--- config.mk ---
export PLATFORM = sky130hd
export DESIGN_NAME = bit_serial_adder
export DESIGN_NICKNAME = d
export VERILOG_FILES = /design/src/rtl/bsa_pkg.sv /design/src/rtl/bsa_carry_cell.sv /design/src/rtl/bsa_position.sv /design/src/rtl/bsa_deser.sv /design/src/rtl/bit_serial_adder.sv
export SDC_FILE = /design/constraint.sdc
export NUM_CORES = 1
export LEC_CHECK = 0
export BUFFER_PORTS_ARGS = -buffer_cell sky130_fd_sc_hd__clkbuf_2
export CORE_ASPECT_RATIO = 1.5
export CORE_MARGIN = 1.5
export CORE_UTILIZATION = 52
export DETAILED_ROUTE_END_ITERATION = 8
export PLACE_DENSITY = 0.78
export SETUP_SLACK_MARGIN = 0.1
export SLEW_MARGIN = 20
export SYNTH_ARGS = -nofsm -noshare
export SYNTH_HDL_FRONTEND = slang
export SYNTH_SLANG_ARGS = --single-unit
--- constraint.sdc ---
create_clock -name clk -period 1.55 [get_ports clk]
set_input_delay 0 -clock clk [delete_from_list [all_inputs] [get_ports clk]]
set_output_delay 0 -clock clk [all_outputs]
set_load 0.03 [all_outputs]
--- src/rtl/bsa_pkg.sv ---
package bsa_pkg;

  function automatic logic bsa_sum_bit(input logic a, input logic b, input logic c);
    return a ^ b ^ c;
  endfunction

  function automatic logic bsa_majority(input logic a, input logic b, input logic c);
    return (a & b) | (a & c) | (b & c);
  endfunction

endpackage

--- src/rtl/bsa_carry_cell.sv ---
module bsa_carry_cell
  import bsa_pkg::*;
(
  input  logic clk,
  input  logic rst,
  input  logic in_valid,
  input  logic in_first,
  input  logic in_a,
  input  logic in_b,
  output logic sum_bit,
  output logic bit_carry,
  output logic carry_q
);

  logic carry_in;

  assign carry_in  = in_first ? 1'b0 : carry_q;
  assign sum_bit   = bsa_sum_bit(in_a, in_b, carry_in);
  assign bit_carry = bsa_majority(in_a, in_b, carry_in);

  always_ff @(posedge clk) begin
    if (rst) begin
      carry_q <= 1'b0;
    end else if (in_valid) begin
      carry_q <= bit_carry;
    end
  end

  // two ones always generate a carry for the next bit
  assert_gen_carry_R3: assert property (@(posedge clk) disable iff (rst)
    (in_valid && in_a && in_b) |=> carry_q);

  // two zeros always kill the carry
  assert_kill_carry_R3: assert property (@(posedge clk) disable iff (rst)
    (in_valid && !in_a && !in_b) |=> !carry_q);

  // idle cycles keep the stored carry
  assert_carry_hold_R9: assert property (@(posedge clk) disable iff (rst)
    !in_valid |=> $stable(carry_q));

endmodule

--- src/rtl/bsa_position.sv ---
module bsa_position #(
  parameter int N = 8
) (
  input  logic clk,
  input  logic rst,
  input  logic in_valid,
  input  logic in_first,
  output logic is_last
);

  localparam int PW = (N > 2) ? $clog2(N) : 1;
  localparam logic [PW-1:0] TOP = PW'(N - 1);

  logic [PW-1:0] pos_q;
  logic [PW-1:0] pos_cur;

  assign pos_cur = in_first ? '0 : pos_q;
  assign is_last = (pos_cur == TOP);

  always_ff @(posedge clk) begin
    if (rst) begin
      pos_q <= '0;
    end else if (in_valid) begin
      pos_q <= is_last ? '0 : pos_cur + PW'(1);
    end
  end

  assert_pos_range_R4: assert property (@(posedge clk) disable iff (rst)
    pos_q <= TOP);

  assert_first_restart_R2: assert property (@(posedge clk) disable iff (rst)
    (in_valid && in_first) |=> (pos_q == PW'(1 % N)));

endmodule

--- src/rtl/bsa_deser.sv ---
module bsa_deser #(
  parameter int N      = 8,
  parameter bit ENABLE = 1'b1
) (
  input  logic         clk,
  input  logic         rst,
  input  logic         s_valid,
  input  logic         s_sum,
  input  logic         s_last,
  input  logic         s_carry,
  output logic         word_valid,
  output logic [N-1:0] word_sum,
  output logic         word_carry
);

  generate
    if (ENABLE) begin : g_deser
      logic [N-1:0] shift_q;
      logic [N-1:0] shift_next;
      logic         wv_q;
      logic [N-1:0] ws_q;
      logic         wc_q;
      logic         word_done;

      assign word_done = s_valid && s_last;

      if (N > 1) begin : g_wide
        assign shift_next = {s_sum, shift_q[N-1:1]};
      end else begin : g_narrow
        assign shift_next = s_sum;
      end

      always_ff @(posedge clk) begin
        if (rst) begin
          shift_q <= '0;
          wv_q    <= 1'b0;
          ws_q    <= '0;
          wc_q    <= 1'b0;
        end else begin
          wv_q <= word_done;
          if (s_valid) begin
            shift_q <= shift_next;
          end
          if (word_done) begin
            ws_q <= shift_next;
            wc_q <= s_carry;
          end
        end
      end

      assign word_valid = wv_q;
      assign word_sum   = ws_q;
      assign word_carry = wc_q;

      assert_word_after_last_R8: assert property (@(posedge clk) disable iff (rst)
        word_valid |-> $past(s_valid && s_last));

      assert_word_msb_R8: assert property (@(posedge clk) disable iff (rst)
        word_valid |-> (word_sum[N-1] == $past(s_sum)));
    end else begin : g_none
      assign word_valid = 1'b0;
      assign word_sum   = '0;
      assign word_carry = 1'b0;
    end
  endgenerate

endmodule

--- src/rtl/bit_serial_adder.sv ---
module bit_serial_adder #(
  parameter int N           = 8,
  parameter bit HAS_WORD_OUT = 1'b1
) (
  input  logic         clk,
  input  logic         rst,
  input  logic         in_valid,
  input  logic         in_first,
  input  logic         in_a,
  input  logic         in_b,
  output logic         out_valid,
  output logic         out_sum,
  output logic         out_last,
  output logic         out_carry,
  output logic         word_valid,
  output logic [N-1:0] word_sum,
  output logic         word_carry
);

  logic sum_bit;
  logic bit_carry;
  logic carry_q;
  logic is_last;

  logic ov_q;
  logic os_q;
  logic ol_q;
  logic oc_q;

  bsa_carry_cell u_cell (
    .clk       (clk),
    .rst       (rst),
    .in_valid  (in_valid),
    .in_first  (in_first),
    .in_a      (in_a),
    .in_b      (in_b),
    .sum_bit   (sum_bit),
    .bit_carry (bit_carry),
    .carry_q   (carry_q)
  );

  bsa_position #(.N(N)) u_pos (
    .clk      (clk),
    .rst      (rst),
    .in_valid (in_valid),
    .in_first (in_first),
    .is_last  (is_last)
  );

  always_ff @(posedge clk) begin
    if (rst) begin
      ov_q <= 1'b0;
      os_q <= 1'b0;
      ol_q <= 1'b0;
      oc_q <= 1'b0;
    end else begin
      ov_q <= in_valid;
      os_q <= in_valid & sum_bit;
      ol_q <= in_valid & is_last;
      oc_q <= in_valid & is_last & bit_carry;
    end
  end

  assign out_valid = ov_q;
  assign out_sum   = os_q;
  assign out_last  = ol_q;
  assign out_carry = oc_q;

  bsa_deser #(.N(N), .ENABLE(HAS_WORD_OUT)) u_deser (
    .clk        (clk),
    .rst        (rst),
    .s_valid    (ov_q),
    .s_sum      (os_q),
    .s_last     (ol_q),
    .s_carry    (oc_q),
    .word_valid (word_valid),
    .word_sum   (word_sum),
    .word_carry (word_carry)
  );

  assert_first_sum_R2: assert property (@(posedge clk) disable iff (rst)
    (in_valid && in_first) |=> (out_sum == ($past(in_a) ^ $past(in_b))));

  assert_idle_quiet_R5: assert property (@(posedge clk) disable iff (rst)
    !in_valid |=> (!out_valid && !out_sum && !out_last));

  assert_carry_with_last_R4: assert property (@(posedge clk) disable iff (rst)
    out_carry |-> (out_last && out_valid));

  assert_valid_follows_R1: assert property (@(posedge clk) disable iff (rst)
    in_valid |=> out_valid);

  assert_reset_clears_R7: assert property (@(posedge clk)
    $past(rst) |-> (!out_valid && !word_valid));

endmodule

==> results of run 1 <==
## final timing paths
| kind | start | depth (start not counted) | to | slack (ps) |
|---|---|---|---|---|
| setup / recovery | out_valid | 2 | out_valid | 310 |
| hold / removal | in_b | 3 | out_sum | 40 |
| setup reg to reg | u_pos.pos_q[0] | 5 | u_pos.pos_q[2] | 360 |
| hold reg to reg | out_valid | 2 | u_deser.word_valid | 470 |
## cells in the final DEF (no fill, tap or decap)
| cell | instances |
|---|---|
| and3b_1 | 1 |
| mux2i_1 | 9 |
| fa_1 | 1 |
| nand3_1 | 9 |
| a21oi_1 | 7 |
| nor3b_1 | 1 |
| nor3_1 | 1 |
| dlygate4sd3_1 | 1 |
| a21bo_2 | 6 |
| clkinvlp_4 | 1 |
| nand2_1 | 2 |
| nand2b_1 | 1 |
| a21oi_2 | 3 |
| buf_4 | 2 |
| dfxtp_1 | 25 |
| nor2b_1 | 4 |
| and2_1 | 2 |
| clkbuf_2 | 19 |
| a21bo_1 | 3 |
| nor2_1 | 11 |
| clkbuf_4 | 3 |
| and2b_1 | 1 |
| ha_1 | 2 |
## layer usage
| metal | wire (um) | global-route usage [%] |
|---|---|---|
| met1 | 675 | 17.6 |
| met2 | 751 | 26.0 |
| met3 | 42 | 2.33 |
| met4 | 14 | 7.39 |
| met5 | 0 | 0 |
## what timing repair did
action | CTS | global route
endpoints found under the hold margin | 1 | 0
hold buffers | 1 | 0
setup buffers | 0 | 0
endpoints found under the setup margin | 0 | 0
## cell type report
class | count | share of cell area (%)
repair buffers | 22 | 10.6
flip-flops and latches | 25 | 44.3
clock buffers | 3 | 1.99
multi-input cells | 64 | 40.1
clock inverters | 1 | 0.664
well taps | 21 | 2.33
## state kept, by name, indices dropped and copies added, names as in the netlist
signal and count:
u_deser.word_sum 8, u_deser.g_deser.shift_q 7, u_pos.pos_q 3, out_carry 1, out_last 1, out_sum 1
out_valid 1, u_cell.carry_q 1, u_deser.word_carry 1, u_deser.word_valid 1
## power groups by stage
stage	combinational, W	sequential [W]	clock, W
floorplan	0.0000481	0.000675	0
global placement	0.0000602	0.000669	0
detailed placement	0.0000612	0.000670	0
CTS	0.0000633	0.000656	0.000290
global route	0.0000694	0.000657	0.000313
finish	0.0000627	0.000655	0.000282
## cell families after synthesis
kind of cell | Yosys count | synth area share (%)
buffers and inverters | 8 | 6.73
and+or+nand+nor | 33 | 16.3
adders and majority gates | 3 | 4.41
DFF | 25 | 49.0
AOI/OAI and AO/OA | 19 | 14.8
muxes | 9 | 8.81
## per-stage QoR
stage	worst slack (ps)	hold slack [ps]	total power (W)	cell area, sq um
after floorplan	424	76.1	0.000723	1020
after global placement	397	340	0.000729	1090
after detailed placement	344	343	0.000731	1090
after CTS	318	37.2	0.00101	1130
after global routing	253	43.3	0.00104	1130
final	315	39.0	0.00100	1130
## worst register-to-register path: cells and delay by family, from the launching register on
| kind | cells | cell delay [ps] |
|---|---|---|
| flip-flops | 1 | 340 |
| AND/OR/NAND/NOR | 2 | 180 |
| adder cells (fa/ha/maj) | 2 | 440 |
| multiplexers | 1 | 130 |
==> results.sh, run 1 <==
export IMPL_outcome="finished clean"
export IMPL_wirelength_um=1480
export IMPL_slowest_stage="dfxtp_1"
export IMPL_synth_fp_nets=106
export IMPL_fin_cells=136
export IMPL_core_area_sq_mm=0.00183
export IMPL_clock_sinks=25
export IMPL_clkPwrFrac_pct=28.2
export IMPL_diodes=0
export IMPL_rsz0062_at_grt="no"
export IMPL_fin_util_pct=61.7
export IMPL_cts_resized=0
export IMPL_first_global_vias=639
export IMPL_max_cap_viol_count=0
export IMPL_synth_avg_cell_area_sq_um=10.5
export IMPL_yosysSeqAreaShare_pct=49.0
export IMPL_cp_required_ps=1550
export IMPL_fin_nets=125
export IMPL_crit_fanout=26
export IMPL_dieArea_sq_mm=0.00225
export IMPL_synthesis_area_sq_mm=0.00102
export IMPL_root_buffer="clkbuf_4"
export IMPL_worst_skew_pair_late_latency_ps=310
export IMPL_p_sw_w=0.000228
export IMPL_initial_core_util_pct=55.8
export IMPL_area_delta_synth_final_pct=10.5
export IMPL_portBuffers=19
export IMPL_p_seq_share_pct=65.5
export IMPL_netlist_instances=97
export IMPL_post_synth_top_count_cell="dfxtp_1"
export IMPL_drtPass1Iterations=4
export IMPL_ir_drop_uv=630
export IMPL_dp_cells=131
export IMPL_synth_area_top_cells="dfxtp_1, mux2i_1, a21bo_2"
export IMPL_grt_pass1_wl_um=2460
export IMPL_crit_buf_inv=2
export IMPL_dpl_hpwl_um=1050
export IMPL_powerDensity_mw_per_mm2=885
export IMPL_arrival_ps=1240
export IMPL_finClkSkew_ps=13.2
export IMPL_multi_input_area_sq_um=453
export IMPL_drive_gt1_share_pct=29.6
export IMPL_max_freq_ghz=0.809
export IMPL_fillCellCount=160
export IMPL_worstMarginPinSlew_ps=477
export IMPL_vias=699
export IMPL_p_leak_nw=0.483
export IMPL_clk_path_buf_depth=2
export IMPL_slew_headroom_pct=68.2
export IMPL_cp_cell_sequence="buf_4, clkbuf_2"
export IMPL_p_sw_share_pct=22.8
export IMPL_setup_viol=0
export IMPL_ys_seq_elements=25
export IMPL_min_period_over_period_pct=79.7
export IMPL_regArea_sq_um=500
export IMPL_synth_area_leader_cell="dfxtp_1"
export IMPL_worst_setup_path_start_kind="flip-flop"
export IMPL_async_reset_ff_share_pct=0
export IMPL_viasPerCell=5.14
export IMPL_internal_power_w=0.000772
export IMPL_io_pins=20
export IMPL_final_max_slew_viol_count=0
export IMPL_cpLargestDelayFamily="buffers and inverters"
export IMPL_die_w_um=39.2
export IMPL_htreeDepth=1
export IMPL_route_detailed_drc=0
export IMPL_synthDistinctLibCells=22
export IMPL_drt_iter0_drc=6
export IMPL_yosysWarningCount=0
export IMPL_avgRoutedWirePerCell_um=10.9
export IMPL_worst_setup_path_end_kind="output port"
export IMPL_criticalPathCategory="flip-flop to output port"
export IMPL_hold_viol_final=0
export IMPL_fin_setup_tns_ps=0
export IMPL_path_clk_slew_ps=140
export IMPL_antenna_left=0
export IMPL_grt_ovfl_total=0
export IMPL_cts_buffers=3
export IMPL_die_h_um=57.3
export IMPL_synth_top_cells_by_count="dfxtp_1, nor2_1, mux2i_1, nand3_1, a21oi_1"
export IMPL_antenna_found_initial=0
export IMPL_synthFlopType="dfxtp_1"
export IMPL_synth_edf_count=0
export IMPL_grtUsageTotal_pct=15.2
export IMPL_power_frac_comb_pct=6.3
export IMPL_cts_tree="yes"
export IMPL_max_stage_delay_ps=360
export IMPL_grt_max_degree=27
export IMPL_row_count=19
export IMPL_layout_min_cycle_time_ps=1240
export IMPL_routabilityCongestion=0.638
export IMPL_synth_top_area_share_pct=49.0
export IMPL_min_path_type="input port to flip-flop"
No activity file was read; power rests on OpenSTA's default activity.
==> run 2, diff against run 1 <==
ABC_AREA = 1   (was default)
CORE_UTILIZATION = 46   (was 52)
PLACE_DENSITY = 0.74   (was 0.78)
clock period = 1.1 ns   (was 1.55 ns; I/O delays follow)
==> run 2 against run 1 <==
Synthesized area fell by 5.0%. Largest cell class unchanged. Largest power group unchanged. The run now ends with negative setup slack left. Clock power rose by 50%. Wire length rose by 25%.
==> results.sh, run 2 <==
export IMPL_grtUsageTotal_pct=19.0
export IMPL_cts_buffers=3
export IMPL_max_stage_delay_ps=430
export IMPL_power_frac_comb_pct=9.0
export IMPL_power_w=0.00152
export IMPL_synth_compound_area_share_pct=5.67
export IMPL_powerDensity_mw_per_mm2=1260
export IMPL_layout_commonest_cell="nor2_1"
export IMPL_crit_fanout=2
export IMPL_slowest_stage="fa_1"
export IMPL_synthMuxAreaShare_pct=0
export IMPL_yosysWarningCount=0
export IMPL_final_max_slew_viol_count=0
export IMPL_grt_max_degree=19
export IMPL_antenna_found_initial=0
export IMPL_multi_input_area_sq_um=427
export IMPL_clkPwrFrac_pct=28.0
export IMPL_io_pins=20
export IMPL_clock_sinks=25
export IMPL_first_global_vias=745
export IMPL_clk_path_buf_depth=2
export IMPL_p_seq_share_pct=63.0
export IMPL_diodes=0
export IMPL_synth_top_area_share_pct=51.5
export IMPL_cp_required_ps=1330
export IMPL_ir_drop_uv=882
export IMPL_area_delta_synth_final_pct=23.7
export IMPL_drive_gt1_share_pct=30.9
export IMPL_ys_seq_elements=25
export IMPL_synth_edf_count=0
export IMPL_rsz0062_at_grt="yes"
export IMPL_outcome="finished, violations left"
export IMPL_fin_util_pct=60.0
export IMPL_antenna_left=0
export IMPL_die_w_um=40.5
export IMPL_core_area_sq_mm=0.00200
export IMPL_internal_power_w=0.00113
export IMPL_synthAdderAreaFrac_pct=4.64
export IMPL_async_reset_ff_share_pct=0
export IMPL_netlist_instances=124
export IMPL_cts_tree="yes"
export IMPL_synth_top_cells_by_count="nor2_1, dfxtp_1, nand2_1"
export IMPL_p_sw_share_pct=25.6
export IMPL_worst_setup_path_start_kind="flip-flop"
export IMPL_die_h_um=59.3
export IMPL_cp_cell_sequence="inv_2, nor2_4, fa_1, nor3b_2"
export IMPL_setup_viol=3
export IMPL_post_synth_top_count_cell="nor2_1"
export IMPL_htreeDepth=1
export IMPL_avgRoutedWirePerCell_um=10.9
export IMPL_layout_common_cells="nor2_1, nand2_1, dfxtp_1"
export IMPL_vias=793
export IMPL_p_leak_nw=0.606
export IMPL_failed_checks="negative setup slack"
export IMPL_fin_nets=159
export IMPL_synthesis_area_sq_um=971
export IMPL_slew_headroom_pct=84.7
export IMPL_min_path_type="input port to flip-flop"
export IMPL_path_clk_slew_ps=130
export IMPL_layout_min_cycle_time_ps=1150
export IMPL_drt_iter0_drc=15
export IMPL_crit_buf_inv=1
export IMPL_synth_top_family_by_area="simple AND/OR/NAND/NOR gates"
export IMPL_grt_pass1_wl_um=3060
export IMPL_fillCellCount=201
export IMPL_max_freq_ghz=0.868
export IMPL_finalWorstSetupSlack_ps=-51.7
export IMPL_min_period_over_period_pct=105
export IMPL_worstMarginPinSlew_ps=229
export IMPL_arrival_ps=1380
export IMPL_initial_core_util_pct=48.5
export IMPL_max_cap_viol_count=0
export IMPL_cpLargestDelayFamily="adder cells"
export IMPL_row_count=20
export IMPL_worst_setup_path_end_kind="flip-flop"
export IMPL_synthDistinctLibCells=18
export IMPL_dieArea_sq_mm=0.00240
export IMPL_synth_fp_nets=133
export IMPL_yosysSeqAreaShare_pct=51.5
export IMPL_viasPerCell=4.64
export IMPL_root_buffer="clkbuf_4"
export IMPL_finClkSkew_ps=9.60
export IMPL_synthSimpleGateAreaFrac_pct=28.2
export IMPL_dpl_hpwl_um=1200
export IMPL_synth_area_leader_cell="dfxtp_1"
export IMPL_p_sw_w=0.000388
export IMPL_synthFlopType="dfxtp_1"
export IMPL_synth_area_top_cells="dfxtp_1, nor2_1, nand2_1"
export IMPL_wirelength_um=1860
export IMPL_drtPass1Iterations=4
export IMPL_largest_reg_flops=8
export IMPL_portBuffers=19
export IMPL_regArea_sq_um=509
export IMPL_criticalPathCategory="flip-flop to flip-flop"
export IMPL_hold_viol_final=0
export IMPL_routabilityCongestion=0.695
export IMPL_worst_skew_pair_late_latency_ps=340
export IMPL_grt_ovfl_total=0
export IMPL_route_detailed_drc=0
export IMPL_synth_xor_area_share_pct=0
export IMPL_synth_avg_cell_area_sq_um=7.83
[run 2: logic make-up after synthesis]
logic type,after synthesis
flops,25
fa+ha+maj,3
simple gates,67
compound gates,11
buf+inv,18
[run 2: area by class of cell]
type / count / share of cell area (%)
Sequential cell: 25 / 42.4
Multi-Input combinational cell: 81 / 35.5
Timing Repair Buffer: 25 / 12.9
Inverter: 14 / 4.58
Tap cell: 22 / 2.29
Clock buffer: 3 / 1.88
Clock inverter: 1 / 0.417
[run 2: layer usage]
| layer | part of all wire (%) | vias to the layer above | GRT usage [%] | wire [um] |
|---|---|---|---|---|
| met4 | 3.2 | 0 | 12.9 | 59 |
| met1 | 39 | 347 | 20.7 | 724 |
| met3 | 3.1 | 5 | 2.26 | 58 |
| li1 | - | 424 | - | - |
| met5 | 0 | - | 0 | 0 |
| met2 | 55 | 17 | 32.0 | 1010 |
[run 2: power groups by stage]
| stage | logic [W] | registers [W] | clock network (W) |
|---|---|---|---|
| after floorplan | 0.0000733 | 0.000974 | 0 |
| after global placement | 0.000101 | 0.000971 | 0 |
| after detailed placement | 0.000105 | 0.000972 | 0 |
| after CTS | 0.000123 | 0.000953 | 0.000431 |
| after global routing | 0.000154 | 0.000958 | 0.000464 |
| final | 0.000137 | 0.000954 | 0.000424 |
[run 2: metrics by stage]
| stage | setup TNS (ps) | cells | cell area (sq um) | hold WS (ps) | worst slack, ps |
|---|---|---|---|---|---|
| floorplan | 0 | 124 | 976 | 114 | 48.9 |
| global placement | 0 | 162 | 1060 | 281 | 9.47 |
| detailed placement | -45.3 | 162 | 1060 | 287 | -31.5 |
| CTS | -46.7 | 171 | 1160 | 5.29 | -21.6 |
| global route | -266 | 171 | 1200 | 79.7 | -85.6 |
| finish | -87.3 | 171 | 1200 | 41.5 | -51.7 |
[run 2: worst paths after layout]
path | start | end | slack [ps] | cells past startpoint
worst min register to register | u_deser.g_deser.shift_q[5] | u_deser.word_sum[4] | 470 | 2
worst max register to register | u_cell.carry_q | out_carry | -50 | 4
worst max-delay path | u_cell.carry_q | out_carry | -50 | 4
worst min-delay path | in_b | out_sum | 40 | 4
[run 2: tightest hold or removal path, cell delays in order]
cell and delay (ps):
clkbuf_2 90, fa_1 150, nand2_1 40, nor2_1 70
[run 2: what timing repair did]
item | 4_1_cts | 5_1_grt
endpoints found under the hold margin | 6 | 0
pin swaps | 5 | 9
setup endpoints to repair | 6 | 10
gates resized for setup | 5 | 14
buffers inserted | 0 | 0
hold buffers | 5 | 0
==> run 3, diff against run 2 <==
--- a/config.mk
+++ b/config.mk
@@ -15,3 +15,2 @@
 export SETUP_SLACK_MARGIN = 0.1
-export SLEW_MARGIN = 20
 export SYNTH_ARGS = -nofsm -noshare
--- a/constraint.sdc
+++ b/constraint.sdc
@@ -3,2 +3,2 @@
 set_output_delay 0 -clock clk [all_outputs]
-set_load 0.03 [all_outputs]
+set_load 0.05 [all_outputs]
==> run 3 against run 2 <==
The flow now finishes without violations. Sequential power about the same. Clock skew decreased by 6.7 ps. Non-clock buffer count decreased by 4. Sequential share of layout area increased by 0.99 points. Clock-buffer cell count up 1. Register-to-register slack better by 80 ps. Cell area decreased by 2.3%. Flip-flop and latch count did not move. Power down 2.2%. First-iteration DRC count up 13%. Critical path depth rose by 2. Wire length down 6.6%. Largest cell class unchanged.
==> results.sh, run 3 (synthesized netlist as in run 2, its figures left out) <==
export IMPL_outcome="finished clean"
export IMPL_grt_max_degree=19
export IMPL_final_max_slew_viol_count=0
export IMPL_worstMarginPinSlew_ps=279
export IMPL_crit_fanout=2
export IMPL_grtUsageTotal_pct=18.3
export IMPL_root_buffer="clkbuf_4"
export IMPL_r2r_start="u_pos.pos_q[1]"
export IMPL_dieArea_sq_mm=0.00240
export IMPL_powerDensity_mw_per_mm2=1260
export IMPL_worstHoldPathCells=4
export IMPL_setup_viol=0
export IMPL_dp_cells=161
export IMPL_clock_sinks=25
export IMPL_reg2reg_slack_ps=20
export IMPL_row_count=20
export IMPL_arrival_ps=1300
export IMPL_dpl_worst_slack_ps=-37.3
export IMPL_p_leak_nw=0.590
export IMPL_viasPerCell=4.80
export IMPL_cp_required_ps=1320
export IMPL_wirelength_um=1740
export IMPL_path_clk_slew_ps=130
export IMPL_drtPass1Iterations=5
export IMPL_p_seq_share_pct=64.6
export IMPL_die_h_um=59.3
export IMPL_route_detailed_drc=0
export IMPL_clk_path_buf_depth=2
export IMPL_dpl_hpwl_um=1270
export IMPL_hold_ws_ps=66.7
export IMPL_routabilityCongestion=0.689
export IMPL_antenna_found_initial=0
export IMPL_area_delta_synth_final_pct=20.9
export IMPL_drt_iter0_drc=17
export IMPL_p_sw_w=0.000359
export IMPL_portBuffers=19
export IMPL_avgRoutedWirePerCell_um=10.4
export IMPL_ff2ff_path_depth=6
export IMPL_cts_buffers=3
export IMPL_internal_power_w=0.00112
export IMPL_die_w_um=40.5
export IMPL_min_period_over_period_pct=97.9
export IMPL_criticalPathCategory="flip-flop to flip-flop"
export IMPL_min_path_type="input port to flip-flop"
export IMPL_diodes=0
export IMPL_power_frac_comb_pct=8.6
export IMPL_power_w=0.00148
export IMPL_vias=802
export IMPL_fin_cells=167
export IMPL_initial_core_util_pct=48.5
export IMPL_finClkSkew_ps=2.88
export IMPL_clkPwrFrac_pct=26.8
export IMPL_worst_setup_path_end_kind="flip-flop"
export IMPL_finalWorstSetupSlack_ps=23.4
export IMPL_layout_commonest_cell="nor2_1"
export IMPL_worst_setup_path_start_kind="flip-flop"
export IMPL_layout_min_cycle_time_ps=1080
export IMPL_cts_tree="yes"
export IMPL_rsz0062_at_grt="yes"
export IMPL_fillCellCount=202
export IMPL_fin_nets=155
export IMPL_p_sw_share_pct=24.2
export IMPL_fin_util_pct=58.6
export IMPL_holdPathEnd="out_sum"
export IMPL_grt_ovfl_total=0
export IMPL_antenna_left=0
export IMPL_rr_endpoint="u_pos.pos_q[2]"
export IMPL_ir_drop_uv=817
export IMPL_holdCritStartpoint="in_b"
export IMPL_core_area_sq_mm=0.00200
export IMPL_grt_pass1_wl_um=3070
export IMPL_slew_headroom_pct=81.5
export IMPL_max_cap_viol_count=0
export IMPL_largest_reg_flops=8
export IMPL_io_pins=20
export IMPL_worst_skew_pair_late_latency_ps=310
export IMPL_layout_common_cells="nor2_1, nand2_1, dfxtp_1"
export IMPL_drive_gt1_share_pct=32.4
export IMPL_htreeDepth=1
export IMPL_first_global_vias=780
export IMPL_max_freq_ghz=0.929
export IMPL_hold_viol_final=0
## run 3: cell count changes in the layout (fill, tap and decap cells not counted), sizes merged
| cell | previous run | this run |
|---|---|---|
| buf | 1 | 4 |
| clkbuf | 22 | 19 |
| clkinv | 1 | 0 |
| dlygate4sd3 | 5 | 2 |
## run 3: through the flow
stage / area [sq um] / setup TNS (ps)
after detailed placement: 1070 / -37.3
after global placement: 1070 / 0
after global routing: 1170 / -136
final: 1170 / 0
after floorplan: 993 / 0
after CTS: 1160 / -3.38
## run 3: what timing repair did
item                                    CTS  global route
hold endpoints to repair                  4             0
endpoints found under the setup margin    7            15
setup buffers                             0             0
hold buffers                              2             0
resized for setup                        12            12
pin swaps                                 6             7
## run 3: power by group through the flow
stage | clock (W) | combinational [W] | sequential, W
after detailed placement | 0 | 0.000108 | 0.000973
after global routing | 0.000448 | 0.000145 | 0.000962
after global placement | 0 | 0.000104 | 0.000972
after CTS | 0.000411 | 0.000125 | 0.000956
after floorplan | 0 | 0.0000744 | 0.000980
final | 0.000397 | 0.000128 | 0.000957
## run 3: how the worst max path moves through the flow
| stage | startpoint | end | slack [ps] | depth (start not counted) |
|---|---|---|---|---|
| global placement | u_pos.pos_q[0] | u_pos.pos_q[2] | 6 | 6 |
| CTS | u_pos.pos_q[1] | u_pos.pos_q[2] | -3 | 6 |
| floorplan | u_cell.carry_q | out_sum | 50 | 5 |
| global route | u_cell.carry_q | out_sum | -50 | 5 |
| detailed placement | u_pos.pos_q[0] | u_pos.pos_q[2] | -40 | 6 |
| finish | u_pos.pos_q[1] | u_pos.pos_q[2] | 20 | 6 |
## run 3: layer usage
| layer | up-vias | wire length (um) | share of wire (%) | GRT usage [%] |
|---|---|---|---|---|
| met5 | - | 0 | 0 | 0 |
| met4 | 0 | 34 | 2.0 | 8.57 |
| met3 | 4 | 42 | 2.4 | 2.26 |
| met2 | 15 | 965 | 56 | 32.2 |
| met1 | 370 | 693 | 40 | 20.3 |
| li1 | 413 | - | - | - |
## run 3: cell type report
cell class / count / area, sq um / share of cell area (%)
Clock buffer: 4 / 26.3 / 2.24
Inverter: 14 / 55.1 / 4.69
Multi-Input combinational cell: 81 / 427 / 36.4
Sequential cell: 25 / 509 / 43.4
Tap cell: 22 / 27.5 / 2.35
Timing Repair Buffer: 21 / 129 / 11.0
## run 3: worst max-delay path, cell delays in order (launching register included)
cell     delay, ps
dfxtp_2        360
inv_2           30
nor2_2          80
ha_2           190
ha_4           200
nor2_4         100
nor2_1          40
